--- src/rtl/sync_fifo_lat_pkg.sv ---
package sync_fifo_lat_pkg;

    // Pair of request strobes after acceptance gating.
    typedef struct packed {
        logic wr;
        logic rd;
    } xfer_t;

    // Extra clocks a fresh write waits before the reader may see it,
    // on top of the one clock every registered flag already takes.
    function automatic int unsigned vis_delay(bit show_ahead, bit out_reg);
        return (show_ahead ? 1 : 0) + (out_reg ? 1 : 0);
    endfunction

    function automatic int unsigned addr_bits(int unsigned depth);
        return (depth > 1) ? $clog2(depth) : 1;
    endfunction

endpackage

--- src/rtl/sync_fifo_lat_ctrl.sv ---
module sync_fifo_lat_ctrl
    import sync_fifo_lat_pkg::*;
#(
    parameter int unsigned DEPTH = 8,
    parameter int unsigned DLY   = 1,
    localparam int unsigned AW   = addr_bits(DEPTH),
    localparam int unsigned LW   = $clog2(DEPTH + 1)
) (
    input  logic          clk,
    input  logic          rst,
    input  logic          wr_en,
    input  logic          rd_en,
    output xfer_t         acc,
    output logic [AW-1:0] wr_ptr,
    output logic [AW-1:0] rd_ptr,
    output logic [AW-1:0] rd_ptr_nxt,
    output logic [LW-1:0] level,
    output logic          full,
    output logic          empty
);

    logic [LW-1:0] stored_q;
    logic [LW-1:0] visible_q;
    logic          wr_seen;

    function automatic logic [AW-1:0] bump(logic [AW-1:0] p);
        return (p == AW'(DEPTH - 1)) ? '0 : p + AW'(1);
    endfunction

    assign full      = (stored_q == LW'(DEPTH));
    assign empty     = (visible_q == '0);
    assign level     = stored_q;
    assign acc.wr    = wr_en & ~full;
    assign acc.rd    = rd_en & ~empty;
    assign rd_ptr_nxt = acc.rd ? bump(rd_ptr) : rd_ptr;

    // Visibility delay line for accepted writes.
    generate
        if (DLY == 0) begin : g_nodly
            assign wr_seen = acc.wr;
        end else begin : g_dly
            logic [DLY-1:0] pipe_q;
            always_ff @(posedge clk) begin
                if (rst) begin
                    pipe_q <= '0;
                end else begin
                    pipe_q[0] <= acc.wr;
                    for (int i = 1; i < DLY; i++) begin
                        pipe_q[i] <= pipe_q[i-1];
                    end
                end
            end
            assign wr_seen = pipe_q[DLY-1];
        end
    endgenerate

    always_ff @(posedge clk) begin
        if (rst) begin
            wr_ptr    <= '0;
            rd_ptr    <= '0;
            stored_q  <= '0;
            visible_q <= '0;
        end else begin
            if (acc.wr) wr_ptr <= bump(wr_ptr);
            rd_ptr <= rd_ptr_nxt;
            case (acc)
                2'b10:   stored_q <= stored_q + LW'(1);
                2'b01:   stored_q <= stored_q - LW'(1);
                default: stored_q <= stored_q;
            endcase
            visible_q <= visible_q + LW'(wr_seen) - LW'(acc.rd);
        end
    end

endmodule

--- src/rtl/sync_fifo_lat_store.sv ---
module sync_fifo_lat_store
    import sync_fifo_lat_pkg::*;
#(
    parameter int unsigned WIDTH      = 8,
    parameter int unsigned DEPTH      = 8,
    parameter bit          SHOW_AHEAD = 1'b0,
    parameter bit          OUT_REG    = 1'b1,
    localparam int unsigned AW        = addr_bits(DEPTH)
) (
    input  logic             clk,
    input  logic             rst,
    input  xfer_t            acc,
    input  logic [AW-1:0]    wr_ptr,
    input  logic [WIDTH-1:0] wr_data,
    input  logic [AW-1:0]    rd_ptr,
    input  logic [AW-1:0]    rd_ptr_nxt,
    output logic [WIDTH-1:0] rd_data
);

    logic [WIDTH-1:0] mem [DEPTH];

    always_ff @(posedge clk) begin
        if (acc.wr) mem[wr_ptr] <= wr_data;
    end

    generate
        if (!SHOW_AHEAD) begin : g_normal
            logic [WIDTH-1:0] q_r;
            always_ff @(posedge clk) begin
                if (rst)         q_r <= '0;
                else if (acc.rd) q_r <= mem[rd_ptr];
            end
            assign rd_data = q_r;
        end else if (OUT_REG) begin : g_ahead_reg
            logic [WIDTH-1:0] q_r;
            always_ff @(posedge clk) begin
                if (rst)
                    q_r <= '0;
                else if (acc.wr && (wr_ptr == rd_ptr_nxt))
                    q_r <= wr_data;
                else
                    q_r <= mem[rd_ptr_nxt];
            end
            assign rd_data = q_r;
        end else begin : g_ahead_comb
            assign rd_data = mem[rd_ptr];
        end
    endgenerate

endmodule

--- src/rtl/sync_fifo_lat.sv ---
module sync_fifo_lat
    import sync_fifo_lat_pkg::*;
#(
    parameter int unsigned WIDTH      = 8,
    parameter int unsigned DEPTH      = 8,
    parameter bit          SHOW_AHEAD = 1'b0,
    parameter bit          OUT_REG    = 1'b1,
    localparam int unsigned AW        = addr_bits(DEPTH),
    localparam int unsigned LW        = $clog2(DEPTH + 1),
    localparam int unsigned DLY       = vis_delay(SHOW_AHEAD, OUT_REG)
) (
    input  logic             clk,
    input  logic             rst,
    input  logic             wr_en,
    input  logic [WIDTH-1:0] wr_data,
    input  logic             rd_en,
    output logic [WIDTH-1:0] rd_data,
    output logic             full,
    output logic             empty,
    output logic [LW-1:0]    level
);

    xfer_t         acc;
    logic [AW-1:0] wr_ptr;
    logic [AW-1:0] rd_ptr;
    logic [AW-1:0] rd_ptr_nxt;

    sync_fifo_lat_ctrl #(
        .DEPTH (DEPTH),
        .DLY   (DLY)
    ) u_ctrl (
        .clk        (clk),
        .rst        (rst),
        .wr_en      (wr_en),
        .rd_en      (rd_en),
        .acc        (acc),
        .wr_ptr     (wr_ptr),
        .rd_ptr     (rd_ptr),
        .rd_ptr_nxt (rd_ptr_nxt),
        .level      (level),
        .full       (full),
        .empty      (empty)
    );

    sync_fifo_lat_store #(
        .WIDTH      (WIDTH),
        .DEPTH      (DEPTH),
        .SHOW_AHEAD (SHOW_AHEAD),
        .OUT_REG    (OUT_REG)
    ) u_store (
        .clk        (clk),
        .rst        (rst),
        .acc        (acc),
        .wr_ptr     (wr_ptr),
        .wr_data    (wr_data),
        .rd_ptr     (rd_ptr),
        .rd_ptr_nxt (rd_ptr_nxt),
        .rd_data    (rd_data)
    );

endmodule

--- config.mk ---
export PLATFORM = sky130hd
export DESIGN_NAME = sync_fifo_lat
export DESIGN_NICKNAME = d
export VERILOG_FILES = /design/src/rtl/sync_fifo_lat_pkg.sv /design/src/rtl/sync_fifo_lat_ctrl.sv /design/src/rtl/sync_fifo_lat_store.sv /design/src/rtl/sync_fifo_lat.sv
export SDC_FILE = /design/constraint.sdc
export NUM_CORES = 1
export LEC_CHECK = 0
export BUFFER_PORTS_ARGS = -buffer_cell sky130_fd_sc_hd__buf_2
export CAP_MARGIN = 20
export CORE_ASPECT_RATIO = 1.1
export CORE_MARGIN = 5
export CORE_UTILIZATION = 50
export DETAILED_ROUTE_END_ITERATION = 8
export PLACE_DENSITY = 0.68
export SLEW_MARGIN = 0
export SYNTH_ARGS = -nofsm -noshare
export SYNTH_HDL_FRONTEND = slang
export SYNTH_SLANG_ARGS = --single-unit
export TNS_END_PERCENT = 50
--- constraint.sdc ---
create_clock -name clk -period 3 [get_ports clk]
set_input_delay 0.15 -clock clk [delete_from_list [all_inputs] [get_ports clk]]
set_output_delay 0.15 -clock clk [all_outputs]
set_load 0.02 [all_outputs]
; Word level (Yosys, flattened, before mapping)
; Memory sizes are Yosys's and may differ from the RTL's. A register that Yosys moved wholly into a read port is not among the register bits.
; Cells that the tools add are included.
[op_classes]
addsub = 6
bitwise_logic = 4
n_mux = 5
reduce_logical = 2
n_eq_ne = 5
[ops]
columns = cell, n
row1 = 4-bit case mux with 2 select lines, 1
row2 = 3-bit by 1-bit adder with 3-bit output (second input constant), 2
row3 = 3-bit equality test (second input constant), 2
row4 = 3-bit two-way mux, 2
row5 = 4-bit by 1-bit adder with 4-bit output, 1
row6 = 4-bit by 1-bit adder with 4-bit output (second input constant), 1
row7 = 4-bit equality test (second input constant), 1
row8 = 4-bit zero test, 1
row9 = 4-bit by 1-bit subtractor with 4-bit output, 1
row10 = 4-bit by 1-bit subtractor with 4-bit output (second input constant), 1
row11 = 1-bit bitwise AND, 2
row12 = 2-bit by 1-bit equality test with 1-bit output (second input constant), 1
row13 = 2-bit equality test (second input constant), 1
row14 = 1-bit two-way mux, 2
row15 = 1-bit NOT, 2
row16 = 2-bit nonzero test, 1
[word_totals]
input_bits = 12
n_memories = 1
ff_bits = 15
ramBits = 64
out_inout_bits = 14
elab_cells = 28
[memory_table]
columns = name, depth, width, rd, rd_clocked_by_memory_dff, write_ports, line_no
row1 = u_store.mem, 8, 8, 1, 1, 1, sync_fifo_lat_store.sv:20  ; logic [WIDTH-1:0] mem [DEPTH];

; Longest topological paths before layout
[depth]
ltp_word = 5
ltp_mapped = 12
depth_no_buf = 12

; Modules after synthesis
; From an unflattened synthesis, not the netlist that was laid out.
[hier_totals]
cells_unflattened = 249
hier_area_um2 = 3639.7
[modules_own_cells]
columns = module, cells_each, n_inst, seq_area_each_um2, area_per_inst_um2
row1 = sync_fifo_lat_store, 162, 1, 2082.0, 2812.7
row2 = sync_fifo_lat_ctrl, 87, 1, 300.3, 827.0

; Worst setup path before layout
; Ideal clock, no wire load.
[synth_path]
path_kind = register -> register
startpoint = reg u_ctrl.visible_q[2]
endpoint = reg u_ctrl.stored_q[3] (netlist: u_ctrl.level[3])
path_buffers = 0
required_ps = 2879
setup_ps = 121
synth_period_minus_slack_ps = 2894
stages_incl_launch_ff = 10
arrival_time_ps = 2773
slack_ps = 106
path_cell_list = dfxtp_1 inv_1 ha_1 nor3b_1 nand2b_1 inv_1 ha_1 or3_2 o32ai_1 mux2_2
[synth_lines]
columns = element, line_no
row1 = "start, declared", sync_fifo_lat_ctrl.sv:23  ; logic [LW-1:0] visible_q;
row2 = "start signal, assigned", sync_fifo_lat_ctrl.sv:71  ; visible_q <= visible_q + LW'(wr_seen) - LW'(acc.rd);
row3 = "end signal, assigned", sync_fifo_lat_ctrl.sv:67  ; 2'b10: stored_q <= stored_q + LW'(1);
row4 = "end signal, assigned", sync_fifo_lat_ctrl.sv:68  ; 2'b01: stored_q <= stored_q - LW'(1);
row5 = "end signal, assigned", sync_fifo_lat_ctrl.sv:69  ; default: stored_q <= stored_q;
row6 = "end, declared", sync_fifo_lat_ctrl.sv:22  ; logic [LW-1:0] stored_q;

==> impl_metrics.json <==
{
  "dr.pass1.iters": 4,
  "arrival_ns": 2.91,
  "via_per_inst": 5.47,
  "fin_cells": 367,
  "finalWirelength_um": 6650,
  "first_global_vias": 2063,
  "cts_resized": 0,
  "crit_path_end_kind": "flip-flop",
  "grt_usage": 0.159,
  "holdPathEnd": "u_store.mem[5][5]",
  "cts_buffers": 9,
  "syn2layout_area_growth_pct": 13.5,
  "fin_util": 0.580,
  "hold_slack_ns": 0.0731,
  "die_w_um": 90.5,
  "cts_num_sinks": 87,
  "setup_tns_ns": 0,
  "dpl_cell_area_um2": 3820,
  "grt_overflow": 0,
  "cts_tree": "yes",
  "antenna_found_initial": 0,
  "drv_cap": 0,
  "dpl_worst_slack_ns": 0.344,
  "drive_gt1_frac": 0.199,
  "fin_area_um2": 4040,
  "r2r_start": "u_ctrl.visible_q[2]",
  "r2r-end": "u_ctrl.level[3]",
  "synth_common_cells": "64 x edfxtp_1, 35 x mux2i_1, 23 x dfxtp_1",
  "max-slew-margin-rel": 0.417,
  "core_area_um2": 6970,
  "synth_edf_count": 64,
  "start_util": 0.511,
  "slew_violations": 0,
  "wl_per_cell_um": 18.1,
  "crit_fanout": 6,
  "grt_pass1_wl_um": 10700,
  "required_ns": 3.24,
  "clk-insertion-delay-late_ns": 0.35,
  "cp-start-kind": "flip-flop",
  "routed-via-count": 2009,
  "hold_viol_final": 0,
  "worstMarginPinSlew_ns": 0.871,
  "dieHeight_um": 98.5,
  "synth_top_area_share": 0.540,
  "async_reset_ff_frac": 0,
  "fmax_ghz": 0.375,
  "critPathKind": "reg -> reg",
  "yosysMostFrequentCell": "edfxtp_1",
  "min_period_ns": 2.67,
  "ys_seq_elements": 87,
  "yosysSeqAreaShare": 0.669,
  "gp_congestion": 0.762,
  "rsz0062_at_grt": "no",
  "setup-violations-final": 0,
  "io_pins": 26,
  "cts_buffer_depth": 2,
  "skew_ns": 0.00567,
  "dp_cells": 351,
  "fin_crit_sh": 0.890,
  "finalNetCount": 302,
  "synth_area_leaders": "edfxtp_1 54%, dfxtp_1 13%, mux2i_1 9.8%, ha_1 4.2%, a22oi_1 3.4%",
  "cts-hold-fix-buffers": 0,
  "antennaDiodeCount": 0,
  "ys_warn_count": 0,
  "whs_path_depth": 1,
  "syn-num-nets": 266,
  "die_area_um2": 8910,
  "hp-start": "wr_data[5]",
  "ys_types": 35,
  "root_buffer": "clkbuf_8",
  "path_clk_slew_ns": 0.08,
  "power.density_nw_per_um2": 825,
  "reg2reg_slack_ns": 0.33,
  "rows": 32,
  "postCtsSetupRepairBufs": 0,
  "ys.flop_type": "edfxtp_1",
  "drt_first_iter_violations": 102,
  "power_mw": 3.34,
  "synthCells": 241,
  "reg2reg_depth": 9,
  "hp-class": "in -> reg",
  "layout_setup_ws_ns": 0.330,
  "route.detailed.drc": 0,
  "io_buffers": 25,
  "peakVddDrop_mv": 0.493,
  "syn_avg_cell_area_um2": 14.8,
  "synth_top_area_cell": "edfxtp_1",
  "status": "completed",
  "htree_levels": 3,
  "detail-route-antenna-nets": 0,
  "grt_max_degree": 19,
  "dp_hpwl_um": 4270,
  "cellLeakagePower_nw": 1.48,
  "netlist_area_um2": 3560
}
final cells by class:
cell class              instances  area (um2)
well taps                      85         106
flip-flops and latches         87        2380
multi-input cells             136        1100
inverters                       8        30.0
repair buffers                 35         200
clock buffers                  11         141
clock inverters                 5        81.3
fillers                       571        2920
cell usage in the layout (no fill, tap or decap), drive strengths merged, types with 2 or more instances in the layout:
cell type  instances
or3                4
a22oi             16
mux2i             35
nor2              15
edfxtp            64
bufinv             2
a21oi              8
a32o               8
buf               35
inv                8
xor2               4
dfxtp             23
nand2              7
nor2b              7
nand2b             4
clkinv             3
nor3               4
ha                12
clkbuf            11
logic make-up (layout without fill, tap and decap cells):
logic type | count (synthesis) | after routing | synth area share
flip-flops | 87 | 87 | 0.669
AND/OR/NAND/NOR | 46 | 46 | 0.0696
AO/OA/AOI/OAI | 36 | 36 | 0.0762
multiplexers | 36 | 36 | 0.102
buffers and inverters | 18 | 59 | 0.0239
adder cells (fa/ha/maj) | 13 | 13 | 0.0478
XOR/XNOR | 5 | 5 | 0.0123
report_power, final:
group          total, mW  switching (mW)  leakage, nW  internal (mW)
clock              0.885           0.393        0.111          0.492
combinational      0.887           0.487        0.598          0.400
sequential          1.56           0.127        0.770           1.44
flip-flops by register name (all words and copies together), names as in the netlist:
signal / flops
u_store.rd_data: 8
u_ctrl.level: 4
u_ctrl.wr_ptr: 3
u_store.mem: 64
u_ctrl.visible_q: 4
u_ctrl.g_dly.pipe_q: 1
u_ctrl.rd_ptr: 3
how the worst max path moves through the flow:
stage,from,end,slack (ns)
4_1_cts,u_ctrl.visible_q[2],u_ctrl.level[3],0.33
2_1_floorplan,u_ctrl.visible_q[2],u_ctrl.level[3],0.11
6_report,u_ctrl.visible_q[2],u_ctrl.level[3],0.33
5_1_grt,u_ctrl.visible_q[2],u_ctrl.level[3],0.14
3_3_place_gp,u_ctrl.visible_q[2],u_ctrl.level[3],0.44
3_5_place_dp,u_ctrl.visible_q[2],u_ctrl.level[3],0.34
worst max-delay path, cell delays in order (launching register included):
cell and delay, ns:
dfxtp_1 0.31, inv_1 0.07, ha_1 0.13, nor3b_1 0.21
nand2b_1 0.24, inv_1 0.17, ha_1 0.41, or3_2 0.49
o32ai_1 0.16, mux2_2 0.37
per-layer routing:
| metal | share of wire | track usage |
|---|---|---|
| met1 | 0.46 | 0.215 |
| met4 | 0.020 | 0.0756 |
| met2 | 0.49 | 0.249 |
| met5 | 0 | 0 |
| met3 | 0.028 | 0.0305 |
No activity file was read; power rests on OpenSTA's default activity.
